`config.mk`:
```
export PLATFORM = sky130hd
export DESIGN_NAME = bus_slave_ctl
export DESIGN_NICKNAME = d
export VERILOG_FILES = /design/src/rtl/bus_slave_ctl.sv
export SDC_FILE = /design/constraint.sdc
export NUM_CORES = 1
export LEC_CHECK = 0
export ABC_AREA = 1
export BUFFER_PORTS_ARGS = -buffer_cell sky130_fd_sc_hd__clkbuf_2
export CORE_AREA = 2 2 39 41
export DETAILED_ROUTE_END_ITERATION = 6
export DIE_AREA = 0 0 41 43
export GPL_TIMING_DRIVEN = 0
export PLACE_DENSITY_LB_ADDON = 0.05
export SYNTH_ARGS = -nofsm -noshare
export SYNTH_HDL_FRONTEND = slang
export SYNTH_SLANG_ARGS = --single-unit
```
`constraint.sdc`:
```
create_clock -name clk -period 1.2 [get_ports clk]
set_clock_uncertainty 0.05 [all_clocks]
set_input_delay 0.24 -clock clk [delete_from_list [all_inputs] [get_ports clk]]
set_output_delay 0.24 -clock clk [all_outputs]
set_load 0.01 [all_outputs]
```
`src/rtl/bus_slave_ctl.sv`:
```
module bus_slave_ctl #(
  parameter int ADDR_W = 8
) (
  input  logic              clk,
  input  logic              rst_n,
  input  logic              bus_sel,
  input  logic              bus_write,
  input  logic              bus_ready_in,
  input  logic [1:0]        bus_trans,
  input  logic [ADDR_W-1:0] bus_addr,
  output logic              rsp_ready,
  output logic [1:0]        rsp_code,
  output logic              rf_rd_stb,
  output logic              rf_wr_stb,
  output logic [ADDR_W-1:0] rf_addr
);

  typedef enum logic [1:0] {S_SLEEP, S_PREP, S_READ, S_WRITE} state_t;

  state_t            state, state_nx;
  logic              dir_q;
  logic [ADDR_W-1:0] addr_q;

  wire req    = bus_sel & bus_ready_in & bus_trans[1];
  wire accept = req & (state != S_PREP);

  always_comb begin
    state_nx = state;
    case (state)
      S_SLEEP:         if (req) state_nx = S_PREP;
      S_PREP:          state_nx = dir_q ? S_WRITE : S_READ;
      S_READ, S_WRITE: state_nx = req ? S_PREP : S_SLEEP;
      default:         state_nx = S_SLEEP;
    endcase
  end

  always_ff @(posedge clk) begin
    if (!rst_n) begin
      state  <= S_SLEEP;
      dir_q  <= 1'b0;
      addr_q <= '0;
    end else begin
      state <= state_nx;
      if (accept) begin
        dir_q  <= bus_write;
        addr_q <= bus_addr;
      end
    end
  end

  assign rsp_ready = (state != S_PREP);
  assign rsp_code  = 2'b00;
  assign rf_rd_stb = (state == S_READ);
  assign rf_wr_stb = (state == S_WRITE);
  assign rf_addr   = addr_q;

  p_wait_one_cycle_r3: assert property (@(posedge clk) disable iff (!rst_n)
    !rsp_ready |=> rsp_ready);
  p_req_gives_wait_r3: assert property (@(posedge clk) disable iff (!rst_n)
    (rsp_ready && req) |=> !rsp_ready);
  p_wait_then_strobe_r4: assert property (@(posedge clk) disable iff (!rst_n)
    !rsp_ready |=> (rf_rd_stb || rf_wr_stb));
  p_idle_sleeps_r6: assert property (@(posedge clk) disable iff (!rst_n)
    (rsp_ready && !req) |=> (rsp_ready && !rf_rd_stb && !rf_wr_stb));
  p_addr_held_r5: assert property (@(posedge clk) disable iff (!rst_n)
    !rsp_ready |=> $stable(rf_addr));
  p_strobe_legal_r8: assert property (@(posedge clk) disable iff (!rst_n)
    (rf_rd_stb || rf_wr_stb) |-> (rsp_ready && !(rf_rd_stb && rf_wr_stb)));

endmodule

```
==> results of run 1 <==
==> power groups by stage <==
stage / Clock, mW / Combinational (mW) / Sequential (mW)
CTS: 0.264 / 0.123 / 0.392
finish: 0.253 / 0.121 / 0.390
floorplan: 0 / 0.0683 / 0.406
detailed placement: 0 / 0.119 / 0.400
global placement: 0 / 0.118 / 0.399
global route: 0.287 / 0.139 / 0.392
==> state kept, by name, summed over array words and instances (netlist names) <==
| register | count |
|---|---|
| rf_addr | 8 |
| dir_q | 1 |
| state | 2 |
==> cell usage after synthesis <==
master / n / area share
nor2_1: 20 / 0.14
inv_1: 13 / 0.092
nand2_1: 13 / 0.092
dfxtp_1: 11 / 0.41
nand3_1: 10 / 0.094
buf_4: 2 / 0.028
buf_6: 2 / 0.042
nor2_4: 2 / 0.042
a21oi_2: 1 / 0.016
conb_1: 1 / 0.0071
inv_2: 1 / 0.0071
nand2_2: 1 / 0.012
nor2_2: 1 / 0.012
==> what timing repair did <==
item / in CTS / in global routing
pin swaps: 0 / 1
gates resized for setup: 2 / 9
setup buffers: 3 / 0
setup endpoints to repair: 2 / 2
hold endpoints to repair: 0 / 0
==> logic make-up after synthesis <==
logic type | share of synthesized area
compound gates | 0.0165
flops | 0.414
buf+inv | 0.169
simple gates | 0.393
other cells | 0.00705
==> per-stage QoR <==
step | power [mW] | cells
floorplan | 0.474 | 79
global placement | 0.517 | 118
detailed placement | 0.519 | 118
CTS | 0.779 | 125
global route | 0.819 | 124
finish | 0.764 | 124
==> routing by layer <==
metal  track usage  vias to the layer above
met1         0.182                      206
met4         0.140                        0
met3        0.0314                        4
met2         0.197                       19
li1              -                      287
met5             0                        -
==> critical path, cell delays in order, from the launching register on <==
cell	delay, ns
dfxtp_2	0.33
buf_6	0.11
nand2_2	0.05
inv_2	0.03
buf_6	0.10
==> layout make-up <==
| class | instances | area (um^2) |
|---|---|---|
| Fill cell | 168 | 652 |
| Clock buffer | 4 | 26.3 |
| Sequential cell | 11 | 225 |
| Multi-Input combinational cell | 50 | 228 |
| Tap cell | 16 | 20.0 |
| Timing Repair Buffer | 26 | 154 |
| Buffer | 3 | 26.3 |
| Inverter | 14 | 52.6 |
==> final timing paths <==
| check | depth (start not counted) | start | to | slack [ns] |
|---|---|---|---|---|
| hold / removal | 3 | rst_n | rf_addr[7] | 0.17 |
| hold reg to reg | 2 | dir_q | state[0] | 0.43 |
| setup reg to reg | 5 | state[1] | rf_addr[4] | 0.20 |
| setup / recovery | 4 | state[1] | rf_wr_stb | 0.02 |
==> impl_metrics.py, run 1 <==
metrics = {
    "run_status": {
        "status": "finished, final reports clean",
    },
    "clocking": {
        "clk_latency_ns": 0.27,
        "clock-sinks": 11,
        "htreeDepth": 1,
        "clk_pin_slew_ns": 0.07,
        "cts-root-buf": "clkbuf_4",
        "postCtsHoldBufs": 0,
        "cts_buffers": 3,
        "cts_tree": "done",
        "cts_max_path_buffers": 2,
    },
    "cells_and_area": {
        "final_cell_mix": "nor2_1 (20), clkbuf_2 (20), inv_1 (12), nand2_1 (12), nand3_1 (10)",
        "num_antenna_cells": 0,
        "postLayoutCellArea_um2": 732,
        "area.growth.synth_to_final_pct": 37.6,
        "utilization": 0.529,
        "layout-drive-gt1-share": 0.389,
        "nNetsFinal": 124,
    },
    "drt": {
        "routed.top_layer": "met4",
        "wirelength_um": 1050,
        "vias_per_cell": 4.16,
        "wl_met2_um": 444,
        "drtIter0Drc": 3,
        "ant_nets": 0,
        "vias": 516,
        "post_drt_wl_per_cell_um": 8.44,
        "dr_wl_met3_um": 66,
        "dr.pass1.iters": 4,
        "drc": 0,
        "met1Wirelength_um": 502,
    },
    "sta": {
        "period_share": 0.986,
        "max_freq_mhz": 845,
        "setup_viol": 0,
        "final.setup.worst_slack_ns": 0.0167,
        "hold_viol": 0,
        "rsz0062_at_grt": "true",
        "setup_tns_ns": 0,
        "hold_ws_ns": 0.168,
        "finalCriticalPeriod_ns": 1.18,
        "slew_viol_final": 0,
    },
    "worst_hold_path": {
        "hold_path_class": "primary input to flop",
    },
    "flow_run": {
        "cap_violations": 0,
    },
    "yosys": {
        "ys_seq_elements": 11,
        "netlist_area_um2": 532,
        "synth_area_per_cell_um2": 6.82,
        "ys_seq_area_frac": 0.414,
        "synth_cells": 78,
        "synth_cell_types": 13,
        "yosysWarningCount": 0,
    },
    "pwr": {
        "p_int_mw": 0.567,
        "power_density_nw_per_um2": 1040,
        "peakVddDrop_mv": 0.544,
        "comb_power_share": 0.159,
        "switching_share": 0.258,
        "clockPowerShare": 0.331,
        "power.share.sequential": 0.510,
        "leakage_nw": 0.405,
        "power_switching_mw": 0.197,
    },
    "floorplan": {
        "dieWidth_um": 41,
        "core_um2": 1380,
        "rows": 14,
        "pin_count": 28,
        "die_h_um": 43,
        "start_util": 0.384,
        "die_area_um2": 1760,
    },
    "critical_path": {
        "arrival_ns": 0.89,
        "cp-end-kind": "output port",
        "cp_data_required_time_ns": 0.91,
        "crit_type": "flop to output port",
        "cp_max_fo": 2,
        "cp-start-kind": "flop",
    },
    "placed_design": {
        "place_ws_ns": 0.146,
        "placed_area_um2": 671,
        "place_congestion": 0.654,
        "io_buffers": 23,
        "hpwl_um": 754,
    },
    "grt": {
        "grt_max_degree": 11,
        "grt_pass1_wl_um": 1660,
        "antenna_found_initial": 0,
        "grtUsageTotal": 0.147,
        "grt_pass1_vias": 422,
        "overflow": 0,
    },
}
No activity file was read; power rests on OpenSTA's default activity.
==> inputs of run 2 (changes only) <==
--- a/config.mk
+++ b/config.mk
@@ -12,6 +12,7 @@
 export DIE_AREA = 0 0 41 43
 export GPL_TIMING_DRIVEN = 0
 export PLACE_DENSITY_LB_ADDON = 0.05
+export RECOVER_POWER = 25
 export SYNTH_ARGS = -nofsm -noshare
 export SYNTH_HDL_FRONTEND = slang
 export SYNTH_SLANG_ARGS = --single-unit
==> impl_metrics.py, run 2 (synthesis gave the netlist of run 1 again) <==
metrics = {
    "run_status": {
        "status": "finished, final reports clean",
    },
    "worst_hold_path": {
        "hold_depth": 3,
        "hold_path_class": "primary input to flop",
        "hp-start": "rst_n",
        "min_to": "rf_addr[7]",
    },
    "placed_design": {
        "place_congestion": 0.654,
        "io_buffers": 23,
        "hpwl_um": 754,
    },
    "drt": {
        "drc": 0,
        "vias_per_cell": 4.23,
        "ant_nets": 0,
        "post_drt_wl_per_cell_um": 8.52,
        "dr.pass1.iters": 4,
        "drtIter0Drc": 3,
        "vias": 524,
        "wirelength_um": 1060,
    },
    "clocking": {
        "htreeDepth": 1,
        "clk_latency_ns": 0.27,
        "clk_pin_slew_ns": 0.07,
        "clock-sinks": 11,
        "cts_tree": "done",
        "cts_buffers": 3,
        "cts-root-buf": "clkbuf_4",
        "cts_max_path_buffers": 2,
        "postCtsHoldBufs": 0,
    },
    "grt": {
        "grt_max_degree": 11,
        "grt_pass1_vias": 422,
        "grtUsageTotal": 0.147,
        "overflow": 0,
        "grt_pass1_wl_um": 1660,
        "antenna_found_initial": 0,
    },
    "critical_path": {
        "cp-end-kind": "output port",
        "r2r_start": "state[1]",
        "path_cells": "buf_6, nand2_2, inv_2, buf_6",
        "crit_type": "flop to output port",
        "reg2reg_depth": 5,
        "regToRegSetupSlack_ns": 0.10,
        "cpMostUsedCell": "buf_6",
        "cp_slowest_cell": "dfxtp_2",
        "arrival_ns": 0.89,
        "max_stage_delay_ns": 0.33,
        "cp-start-kind": "flop",
        "worstReg2RegEnd": "rf_addr[4]",
        "cp_max_fo": 2,
        "cp_data_required_time_ns": 0.91,
    },
    "pwr": {
        "peakVddDrop_mv": 0.550,
        "leakage_nw": 0.405,
        "power_density_nw_per_um2": 1050,
        "finalPower_mw": 0.761,
    },
    "sta": {
        "slew_viol_final": 0,
        "max_freq_mhz": 845,
        "period_share": 0.986,
        "rsz0062_at_grt": "true",
        "setup_viol": 0,
        "hold_ws_ns": 0.167,
        "finalCriticalPeriod_ns": 1.18,
        "hold_viol": 0,
    },
    "cells_and_area": {
        "utilization": 0.523,
        "layout-drive-gt1-share": 0.380,
        "largest_reg_flops": 8,
        "final_cell_mix": "nor2_1 (20), clkbuf_2 (20), inv_1 (12), nand2_1 (12), nand3_1 (10)",
        "area.growth.synth_to_final_pct": 36.0,
        "num_antenna_cells": 0,
        "area.sequential_um2": 225,
        "nNetsFinal": 124,
        "multi_input_area_um2": 219,
        "fillers": 171,
    },
    "floorplan": {
        "pin_count": 28,
        "start_util": 0.384,
        "die_h_um": 43,
        "core_um2": 1380,
        "dieWidth_um": 41,
        "die_area_um2": 1760,
        "rows": 14,
    },
    "flow_run": {
        "cap_violations": 0,
    },
}
[run 2: how the worst max path moves through the flow]
| stage | startpoint | slack, ns | to |
|---|---|---|---|
| 2_1_floorplan | state[1] | 0.28 | rf_addr[0] |
| 3_3_place_gp | state[1] | 0.15 | rsp_ready |
| 3_5_place_dp | state[1] | 0.15 | rsp_ready |
| 4_1_cts | state[1] | -0.03 | rf_wr_stb |
| 5_1_grt | state[1] | -0.02 | rf_wr_stb |
| 6_report | state[1] | 0.02 | rf_wr_stb |
[run 2: final cells by class]
class	instances	share of cell area
Buffer	3	0.0363
Clock buffer	4	0.0363
Inverter	14	0.0727
Multi-Input combinational cell	50	0.303
Sequential cell	11	0.311
Tap cell	16	0.0277
Timing Repair Buffer	26	0.213
[run 2: through the flow]
stage,area [um^2],instances,setup slack [ns],TNS (ns)
final,723,124,0.0171,0
after global routing,723,124,-0.0218,-0.0415
after global placement,671,118,0.147,0
after floorplan,536,79,0.281,0
after CTS,722,125,-0.0265,-0.0515
after detailed placement,671,118,0.146,0
[run 2: critical path, delay by kind of cell, from the launching register on]
kind,cells,cell delay (ns)
buffers and inverters,3,0.24
AND/OR/NAND/NOR,1,0.05
flip-flops,1,0.33
[run 2: metal layers]
layer  track usage  wire (um)
met1         0.182        516
met2         0.197        447
met3        0.0314         59
met4         0.140         33
met5             0          0
[run 2: power breakdown]
part	switching, mW	leakage [nW]	internal, mW	total, mW
Combinational	0.0622	0.299	0.0570	0.119
Clock	0.124	0.0150	0.129	0.252
Sequential	0.00916	0.0911	0.381	0.390
[run 2: timing repair]
item                                    in CTS  in global routing
gates resized for setup                      2                  9
pin swaps                                    0                  1
setup buffers                                3                  0
endpoints found under the setup margin       2                  2
==> inputs of run 3 (changes only) <==
--- a/config.mk
+++ b/config.mk
@@ -13,6 +13,7 @@
 export GPL_TIMING_DRIVEN = 0
 export PLACE_DENSITY_LB_ADDON = 0.05
 export RECOVER_POWER = 25
+export SETUP_SLACK_MARGIN = 0.1
 export SYNTH_ARGS = -nofsm -noshare
 export SYNTH_HDL_FRONTEND = slang
 export SYNTH_SLANG_ARGS = --single-unit
==> impl_metrics.py, run 3 (synthesis gave the netlist of run 1 again) <==
metrics = {
    "cells_and_area": {
        "final_cells": 125,
        "num_antenna_cells": 0,
        "fillers": 171,
        "nNetsFinal": 125,
        "area.growth.synth_to_final_pct": 37.4,
        "largest_reg_flops": 8,
        "layout-drive-gt1-share": 0.358,
        "final_common_cell": "nor2_1",
        "multi_input_area_um2": 224,
        "final_cell_mix": "nor2_1 (20), clkbuf_2 (18), inv_1 (13)",
        "area.sequential_um2": 225,
    },
    "sta": {
        "setup_viol": 2,
        "hold_viol": 0,
        "slew_viol_final": 0,
        "rsz0062_at_grt": "true",
        "max_freq_mhz": 821,
        "final.setup.worst_slack_ns": -0.0182,
        "period_share": 1.02,
        "finalCriticalPeriod_ns": 1.22,
        "setup_tns_ns": -0.0295,
    },
    "floorplan": {
        "die_h_um": 43,
        "core_um2": 1380,
        "dieWidth_um": 41,
        "pin_count": 28,
        "die_area_um2": 1760,
        "rows": 14,
        "start_util": 0.384,
    },
    "run_status": {
        "status": "finished, violations left",
        "violations": "negative setup slack",
    },
    "grt": {
        "grt_use_met3": 0.0314,
        "grt_max_degree": 11,
        "grt.busiest_layer": "met2",
        "grt_pass1_vias": 422,
        "grtUsageTotal": 0.147,
        "grt_pass1_wl_um": 1660,
        "antenna_found_initial": 0,
        "gr-usage-met1": 0.182,
        "overflow": 0,
        "grt_util_met2": 0.197,
    },
    "pwr": {
        "power.share.sequential": 0.510,
        "power_switching_mw": 0.196,
        "switching_share": 0.256,
        "power_density_nw_per_um2": 1040,
        "leakage_nw": 0.407,
        "comb_power_share": 0.160,
        "clockPowerShare": 0.330,
        "peakVddDrop_mv": 0.524,
        "p_int_mw": 0.568,
    },
    "clocking": {
        "clock-sinks": 11,
        "clk_pin_slew_ns": 0.07,
        "htreeDepth": 1,
        "postCtsHoldBufs": 0,
        "cts_max_path_buffers": 2,
        "cts_buffers": 3,
        "cts_tree": "done",
        "cts-root-buf": "clkbuf_4",
        "clk_latency_ns": 0.27,
    },
    "critical_path": {
        "crit_type": "flop to output port",
        "cp-end-kind": "output port",
        "cp_max_fo": 2,
        "cp_data_required_time_ns": 0.91,
        "cp-start-kind": "flop",
        "arrival_ns": 0.93,
    },
    "drt": {
        "post_drt_wl_per_cell_um": 8.49,
        "drc": 0,
        "ant_nets": 0,
        "vias_per_cell": 4.22,
        "drtIter0Drc": 3,
        "wirelength_um": 1060,
        "vias": 528,
        "dr.pass1.iters": 4,
    },
    "placed_design": {
        "place_ws_ns": 0.146,
        "hpwl_um": 754,
        "io_buffers": 23,
        "dp_cells": 118,
        "place_congestion": 0.654,
    },
    "worst_hold_path": {
        "hold_path_class": "primary input to flop",
    },
    "flow_run": {
        "cap_violations": 0,
    },
}
-- run 3: cell count changes in the layout (fill, tap and decap cells not counted) --
cell | previous run | this run
buf_2 | 1 | 2
clkbuf_1 | 1 | 3
clkbuf_2 | 20 | 18
inv_1 | 12 | 13
inv_2 | 2 | 1
nor2_2 | 2 | 1
nor2_4 | 1 | 2
-- run 3: layer usage --
layer / up-vias / routed length, um
met5: - / 0
met4: 0 / 33
met3: 4 / 61
met2: 19 / 449
met1: 216 / 517
li1: 289 / -
-- run 3: path summary, 6_finish.rpt --
path              cells past startpoint      from         end  slack [ns]
setup / recovery                      4  state[1]   rf_wr_stb       -0.02
hold / removal                        3     rst_n  rf_addr[7]        0.17
hold reg to reg                       2     dir_q    state[0]        0.42
setup reg to reg                      5  state[1]  rf_addr[4]        0.19
-- run 3: worst max-delay path, cell delays in order (launching register included) --
cell and delay [ns]:
dfxtp_2 0.32, buf_4 0.13, nand2_2 0.05, inv_1 0.03, buf_2 0.12
-- run 3: final cells by class --
| type | instances | area share |
|---|---|---|
| timing repair buffer | 26 | 0.199 |
| tap | 16 | 0.0274 |
| inverter | 14 | 0.0719 |
| clock buffer | 4 | 0.0360 |
| buffer | 4 | 0.0514 |
| sequential | 11 | 0.308 |
| multi-input combinational | 50 | 0.307 |
-- run 3: power by group through the flow --
stage	combinational, mW	clock (mW)	sequential [mW]
2_1_floorplan	0.0683	0	0.406
3_3_place_gp	0.118	0	0.399
3_5_place_dp	0.119	0	0.400
4_1_cts	0.123	0.264	0.392
5_1_grt	0.140	0.287	0.392
6_report	0.122	0.252	0.390
-- run 3: repair_timing --
action,in CTS,in global routing
endpoints found under the hold margin,0,0
resized for setup,2,7
setup endpoints to repair,3,5
setup buffers,3,0
-- run 3: through the flow --
stage,area (um^2),util,power (mW),hold WS (ns)
global route,731,0.528,0.820,0.164
detailed placement,671,0.485,0.519,0.419
floorplan,536,-,0.474,0.405
global placement,671,0.485,0.517,0.412
finish,731,0.528,0.763,0.168
CTS,722,0.522,0.779,0.160
